**config.mk**
```make
export PLATFORM = sky130hd
export DESIGN_NAME = lpm_ctrl
export DESIGN_NICKNAME = d
export VERILOG_FILES = /design/src/rtl/lpm_pkg.sv /design/src/rtl/lpm_arm.sv /design/src/rtl/lpm_wake.sv /design/src/rtl/lpm_fsm.sv /design/src/rtl/lpm_ctrl.sv
export SDC_FILE = /design/constraint.sdc
export NUM_CORES = 1
export LEC_CHECK = 0
export BUFFER_PORTS_ARGS = -buffer_cell sky130_fd_sc_hd__buf_2
export CAP_MARGIN = 20
export CORE_ASPECT_RATIO = 0.75
export CORE_MARGIN = 2
export CORE_UTILIZATION = 40
export CTS_CLUSTER_DIAMETER = 80
export DETAILED_ROUTE_END_ITERATION = 10
export PLACE_DENSITY = 0.92
export SLEW_MARGIN = 20
export SYNTH_ARGS = -nofsm -noshare
export SYNTH_HDL_FRONTEND = slang
export SYNTH_HIERARCHICAL = 1
export SYNTH_SLANG_ARGS = --single-unit
export TNS_END_PERCENT = 100
```
**constraint.sdc**
```tcl
create_clock -name clk -period 3.2 [get_ports clk]
set_input_delay 0.64 -clock clk [delete_from_list [all_inputs] [get_ports clk]]
set_output_delay 0.64 -clock clk [all_outputs]
set_load 0.02 [all_outputs]
```
**src/rtl/lpm_pkg.sv**
```systemverilog
package lpm_pkg;
  typedef enum logic [1:0] {
    CS_RUN   = 2'd0,
    CS_SLEEP = 2'd1,
    CS_STOP  = 2'd2
  } clk_state_e;
endpackage

```
**src/rtl/lpm_arm.sv**
```systemverilog
module lpm_arm #(
  parameter int unsigned ADDR_W   = 8,
  parameter int unsigned DATA_W   = 16,
  parameter logic [ADDR_W-1:0] ARM_ADDR = 8'h0E
) (
  input  logic              clk,
  input  logic              rst_n,
  input  logic              reg_valid,
  input  logic              reg_write,
  input  logic [ADDR_W-1:0] reg_addr,
  input  logic [DATA_W-1:0] reg_wdata,
  input  logic              insn_valid,
  output logic [DATA_W-1:0] reg_rdata,
  output logic              armed
);
  logic wr_hit;
  logic armed_d, armed_q;

  // Only a write to the arm offset counts; data is not looked at.
  assign wr_hit = reg_valid && reg_write && (reg_addr == ARM_ADDR);

  // Register is write-only: reads return zero.
  assign reg_rdata = '0;

  // A completed instruction consumes the arm; a write this cycle wins.
  always_comb begin
    armed_d = armed_q;
    if (wr_hit)          armed_d = 1'b1;
    else if (insn_valid) armed_d = 1'b0;
  end

  always_ff @(posedge clk or negedge rst_n) begin
    if (!rst_n) armed_q <= 1'b0;
    else        armed_q <= armed_d;
  end

  assign armed = armed_q;

  // a non-zero data write arms just as a zero write does
  a_r1_any_data_arms: assert property (@(posedge clk) disable iff (!rst_n)
    (wr_hit && (reg_wdata != '0)) |=> armed_q);

  // an instruction with no new arm write leaves the block disarmed
  a_r3_insn_disarms: assert property (@(posedge clk) disable iff (!rst_n)
    (insn_valid && !wr_hit) |=> !armed_q);

  // reads and foreign writes never set the arm
  a_r11_no_spurious_arm: assert property (@(posedge clk) disable iff (!rst_n)
    (!armed_q && !(reg_valid && reg_write && reg_addr == ARM_ADDR)) |=> !armed_q);
endmodule

```
**src/rtl/lpm_wake.sv**
```systemverilog
module lpm_wake
  import lpm_pkg::*;
#(
  parameter int unsigned N_IRQ  = 8,
  parameter int unsigned PRIO_W = 3
) (
  input  clk_state_e              state,
  input  logic [N_IRQ-1:0]        irq_req,
  input  logic [N_IRQ-1:0]        irq_ext,
  input  logic [N_IRQ*PRIO_W-1:0] irq_prio,
  input  logic [PRIO_W-1:0]       cpu_mask,
  output logic                    wake_any,
  output logic                    resume_any
);
  logic [N_IRQ-1:0] qual;
  logic [N_IRQ-1:0] unmasked;

  for (genvar i = 0; i < N_IRQ; i++) begin : g_src
    // Stop admits only external sources; sleep and run admit all.
    assign qual[i]     = irq_req[i] && ((state != CS_STOP) || irq_ext[i]);
    assign unmasked[i] = irq_prio[i*PRIO_W +: PRIO_W] > cpu_mask;
  end

  assign wake_any   = |qual;
  assign resume_any = |(qual & unmasked);
endmodule

```
**src/rtl/lpm_fsm.sv**
```systemverilog
module lpm_fsm
  import lpm_pkg::*;
(
  input  logic       clk,
  input  logic       rst_n,
  input  logic       halt_done,
  input  logic       armed,
  input  logic       sleep_en,
  input  logic       stop_sel,
  input  logic       wake_any,
  input  logic       resume_any,
  output clk_state_e state,
  output logic       halted,
  output logic       resume
);
  clk_state_e state_d, state_q;
  logic       halted_d, halted_q;
  logic       resume_d, resume_q;
  clk_state_e mode_sel;

  always_comb begin
    if (sleep_en)      mode_sel = CS_SLEEP;
    else if (stop_sel) mode_sel = CS_STOP;
    else               mode_sel = CS_RUN;
  end

  always_comb begin
    state_d  = state_q;
    halted_d = halted_q;
    resume_d = 1'b0;
    if (!halted_q) begin
      if (halt_done) begin
        halted_d = 1'b1;
        state_d  = armed ? mode_sel : CS_RUN;
      end
    end else begin
      if ((state_q != CS_RUN) && wake_any) state_d = CS_RUN;
      if (resume_any) begin
        halted_d = 1'b0;
        resume_d = 1'b1;
      end
    end
  end

  always_ff @(posedge clk or negedge rst_n) begin
    if (!rst_n) begin
      state_q  <= CS_RUN;
      halted_q <= 1'b0;
      resume_q <= 1'b0;
    end else begin
      state_q  <= state_d;
      halted_q <= halted_d;
      resume_q <= resume_d;
    end
  end

  assign state  = state_q;
  assign halted = halted_q;
  assign resume = resume_q;

  // low power is reached only through an armed halt
  a_r2_entry_needs_armed_halt: assert property (@(posedge clk) disable iff (!rst_n)
    ((state_q != CS_RUN) && ($past(state_q) == CS_RUN)) |-> $past(halt_done && armed));

  // the clocks are never gated while the CPU runs
  a_r9_lowpower_implies_halted: assert property (@(posedge clk) disable iff (!rst_n)
    (state_q != CS_RUN) |-> halted_q);

  // resume strobe lasts one cycle
  a_r10_resume_single: assert property (@(posedge clk) disable iff (!rst_n)
    resume_q |=> !resume_q);

  // resume only ends a halt
  a_r10_resume_from_halt: assert property (@(posedge clk) disable iff (!rst_n)
    resume_q |-> (!halted_q && $past(halted_q)));
endmodule

```
**src/rtl/lpm_ctrl.sv**
```systemverilog
module lpm_ctrl
  import lpm_pkg::*;
#(
  parameter int unsigned N_IRQ  = 8,
  parameter int unsigned PRIO_W = 3,
  parameter int unsigned ADDR_W = 8,
  parameter int unsigned DATA_W = 16,
  parameter logic [ADDR_W-1:0] ARM_ADDR = 8'h0E
) (
  input  logic                    clk,
  input  logic                    rst_n,
  input  logic                    reg_valid,
  input  logic                    reg_write,
  input  logic [ADDR_W-1:0]       reg_addr,
  input  logic [DATA_W-1:0]       reg_wdata,
  output logic [DATA_W-1:0]       reg_rdata,
  input  logic                    pm_sleep_en,
  input  logic                    pm_stop_sel,
  input  logic                    insn_valid,
  input  logic                    insn_halt,
  input  logic [N_IRQ-1:0]        irq_req,
  input  logic [N_IRQ-1:0]        irq_ext,
  input  logic [N_IRQ*PRIO_W-1:0] irq_prio,
  input  logic [PRIO_W-1:0]       cpu_mask,
  output logic [1:0]              clk_state,
  output logic                    cpu_halted,
  output logic                    cpu_resume
);
  logic       armed;
  logic       wake_any, resume_any;
  clk_state_e state;

  lpm_arm #(.ADDR_W(ADDR_W), .DATA_W(DATA_W), .ARM_ADDR(ARM_ADDR)) u_arm (
    .clk(clk), .rst_n(rst_n),
    .reg_valid(reg_valid), .reg_write(reg_write),
    .reg_addr(reg_addr), .reg_wdata(reg_wdata),
    .insn_valid(insn_valid),
    .reg_rdata(reg_rdata), .armed(armed)
  );

  lpm_wake #(.N_IRQ(N_IRQ), .PRIO_W(PRIO_W)) u_wake (
    .state(state), .irq_req(irq_req), .irq_ext(irq_ext),
    .irq_prio(irq_prio), .cpu_mask(cpu_mask),
    .wake_any(wake_any), .resume_any(resume_any)
  );

  lpm_fsm u_fsm (
    .clk(clk), .rst_n(rst_n),
    .halt_done(insn_valid && insn_halt), .armed(armed),
    .sleep_en(pm_sleep_en), .stop_sel(pm_stop_sel),
    .wake_any(wake_any), .resume_any(resume_any),
    .state(state), .halted(cpu_halted), .resume(cpu_resume)
  );

  assign clk_state = state;

  // on-chip requests cannot lift a stop
  a_r8_stop_ignores_onchip: assert property (@(posedge clk) disable iff (!rst_n)
    ((state == CS_STOP) && !(|(irq_req & irq_ext))) |=> (state == CS_STOP));

  // in sleep any request wakes the clocks
  a_r7_sleep_any_wakes: assert property (@(posedge clk) disable iff (!rst_n)
    ((state == CS_SLEEP) && (|irq_req)) |=> (state == CS_RUN));
endmodule

```
==> impl_metrics.csv <==
group,metric,value,unit
run_status,run_status,"finished clean",
pwr,power.density,261,mW/mm²
worst_setup_path,cp.required,3380,ps
die,die_y,47.7,µm
worst_setup_path,crit_slowest_cell,"ha_1",
pwr,power_frac_comb,0.526,
pwr,power,0.000348,W
sta,max_freq,481,MHz
cts,cts_inserted_buffers,3,
route,drt_iter0_drc,17,
sta,tns,0,ps
worst_setup_path,path_max_fanout,8,
hold_path,worstHoldPathType,"input port to async pin",
place,place_area,0.00131,mm²
yosys,synthMuxAreaShare,0.00984,
cells_and_area,antenna_cells,0,
global_route,grt_usage,0.152,
pwr,switching_share,0.408,
yosys,synthSimpleGateAreaFrac,0.208,
global_route,grt_pass1_vias,876,
global_route,gr-total-overflow,0,
yosys,yosysTopAreaCell,"ha_1",
worst_setup_path,worstPathCellList,"buf_2 -> inv_1 -> ha_1 -> nor2b_1 -> o21ai_1 -> nand2b_1 -> a22oi_1 -> nand4_1 -> and2_2 -> nor2_1",
place,numPortBuffers,62,
place,place_hpwl,2190,µm
global_route,grt_pass1_wl,3540,µm
worst_setup_path,cp_top_family,"simple AND/OR/NAND/NOR gates",
worst_setup_path,end_kind,"flop",
worst_setup_path,path_buf_inv,2,
die,coreArea,0.00235,mm²
worst_setup_path,worstPathArrival,2260,ps
pwr,seqPwrFrac,0.252,
die,ioPinCount,95,
yosys,synth_seq_cells,5,
die,rows,15,
sta,fin_worst_skew,2.71,ps
cells_and_area,final_area,0.00133,mm²
yosys,synth_cell_type_count,25,
cts,cts-root-buf,"clkbuf_4",
route,drc,0,
cells_and_area,final_cells,218,
cts,numClockSinks,5,
yosys,synthXorXnorAreaFrac,0,
yosys,yosysSeqAreaShare,0.123,
pwr,p_int,0.000206,W
pwr,p_switching,0.000142,W
global_route,grt_antenna_before_repair,0,
worst_setup_path,startpoint_type,"input port",
yosys,synth_top_area_share,0.295,
yosys,ys.flop_type,"dfrtp_1",
yosys,synth_top_family_by_area,"adder cells",
global_route,grt_max_degree,9,
cts,ctsResizeCount,0,
sta,hold_violations,0,
route,postRouteAntennaNets,0,
cts,clockBufferDepth,2,
cts,cts_htree_levels,1,
yosys,ys_top_cells_by_count,"ha_1, buf_4, o21ai_1",
sta,fin_crit_sh,0.650,
cts,postCtsSetupBuffers,0,
pwr,peakVddDrop,0.148,mV
job,max_cap_viol_count,0,
yosys,ys_async_sr_fraction,1.00,
place,place_congestion,0.778,
cells_and_area,drive_gt1_frac,0.397,
sta,setup_viol,0,
yosys,synthesis.area,0.00102,mm²
pwr,clockPowerShare,0.221,
route,vias,1028,
worst_setup_path,max_stage_delay,300,ps
yosys,syn_inst,119,
yosys,synth_area_leaders,"ha_1, dfrtp_1, buf_4",
route,drt-vias-per-instance,4.72,
yosys,synth_adder_area_share,0.295,
route,wl_per_cell,11.2,µm
place,dp_cells,214,
cts,cts.clk_slew.worst_paths,50,ps
sta,fin_crit,2080,ps
cts,insertion_delay,250,ps
yosys,postSynthAreaPerCell,8.55,µm²
die,dieArea,0.00297,mm²
sta,holdWs,193,ps
yosys,yosys_warnings,6,
worst_setup_path,crit_type,"input port to flop",
yosys,synth_compound_area_frac,0.205,
die,initial_utilization,0.434,
cts,ctsHoldBuffers,0,
route,routed_wl,2440,µm
cells_and_area,synthToLayoutAreaGrowth,31.0,%
yosys,synth_edf_count,0,
cells_and_area,nNetsFinal,284,
sta,drv_slew,0,
pwr,leakage,0.774,nW
sta,rsz0062_at_grt,"no",
route,drtPass1Iterations,4,
yosys,yosysMostFrequentCell,"ha_1",
cts,cts_tree,"yes",
die,die_w,62.2,µm
[worst reg2reg max path: stages (launching register included)]
cell and delay, ps:
dfrtp_1 400, nand2b_4 200, o21ai_1 210, a31oi_1 70
a22oi_1 230, nand4_1 120, and2_2 210, nor2_1 100
[area by class of cell]
type / count / area [µm²]
sequential: 5 / 125
multi-input combinational: 103 / 791
fill: 234 / 1010
clock buffer: 4 / 26.3
inverter: 10 / 37.5
timing repair buffer: 62 / 310
tap: 34 / 42.5
[metrics by stage]
stage          setup slack, ps   util
2_1_floorplan             1260      -
3_3_place_gp               952  0.557
3_5_place_dp               895  0.557
4_1_cts                   1160  0.568
5_1_grt                    984  0.568
6_report                  1120  0.568
[sequential cells by signal, summed over array words and instances, names as in the netlist]
register      count
u_arm/armed       1
u_fsm/state       2
u_fsm/resume      1
u_fsm/halted      1
[power groups by stage]
| stage | Combinational, W | Clock (W) | Sequential [W] |
|---|---|---|---|
| CTS | 0.000183 | 0.0000796 | 0.0000880 |
| global route | 0.000203 | 0.0000856 | 0.0000899 |
| detailed placement | 0.000183 | 0 | 0.0000887 |
| finish | 0.000183 | 0.0000769 | 0.0000878 |
| floorplan | 0.000113 | 0 | 0.000103 |
| global placement | 0.000177 | 0 | 0.0000889 |
[cells in the final DEF, fill, tap and decap left out, types with 4 or more instances in the layout]
master,count
ha_1,24
o21ai_1,12
a22oi_1,4
inv_1,10
conb_1,16
o21ai_2,4
buf_2,62
nor2b_1,8
nand4_1,4
dfrtp_1,5
nand2b_1,9
a31oi_1,8
[final timing paths]
| kind | startpoint | endpoint | slack, ps | cells past startpoint |
|---|---|---|---|---|
| worst max-delay path | cpu_mask[1] | u_fsm/halted | 1120 | 10 |
| worst min-delay path | rst_n | u_fsm/state[0] | 190 | 1 |
| worst max register to register | u_fsm/state[0] | u_fsm/halted | 1600 | 7 |
| worst min register to register | u_fsm/state[0] | u_fsm/state[0] | 540 | 1 |
| max in group asynchronous | rst_n | u_fsm/state[1] | 2870 | 1 |
| min in group clk | u_fsm/state[0] | u_fsm/state[0] | 540 | 1 |
[per-layer routing]
layer | GRT usage | vias to the layer above | wire (µm) | share of wire
met5 | 0 | - | 0 | 0
met2 | 0.300 | 40 | 1210 | 0.50
met4 | 0.0444 | 0 | 13 | 0.0053
met3 | 0.0400 | 2 | 171 | 0.070
li1 | - | 534 | - | -
met1 | 0.172 | 452 | 1040 | 0.43
[cells by family after synthesis]
group	after synthesis
flip-flops	5
other	1
AO/OA/AOI/OAI	31
adder cells (fa/ha/maj)	24
AND/OR/NAND/NOR	31
multiplexers	1
buffers and inverters	26
No activity file was read; power rests on OpenSTA's default activity.
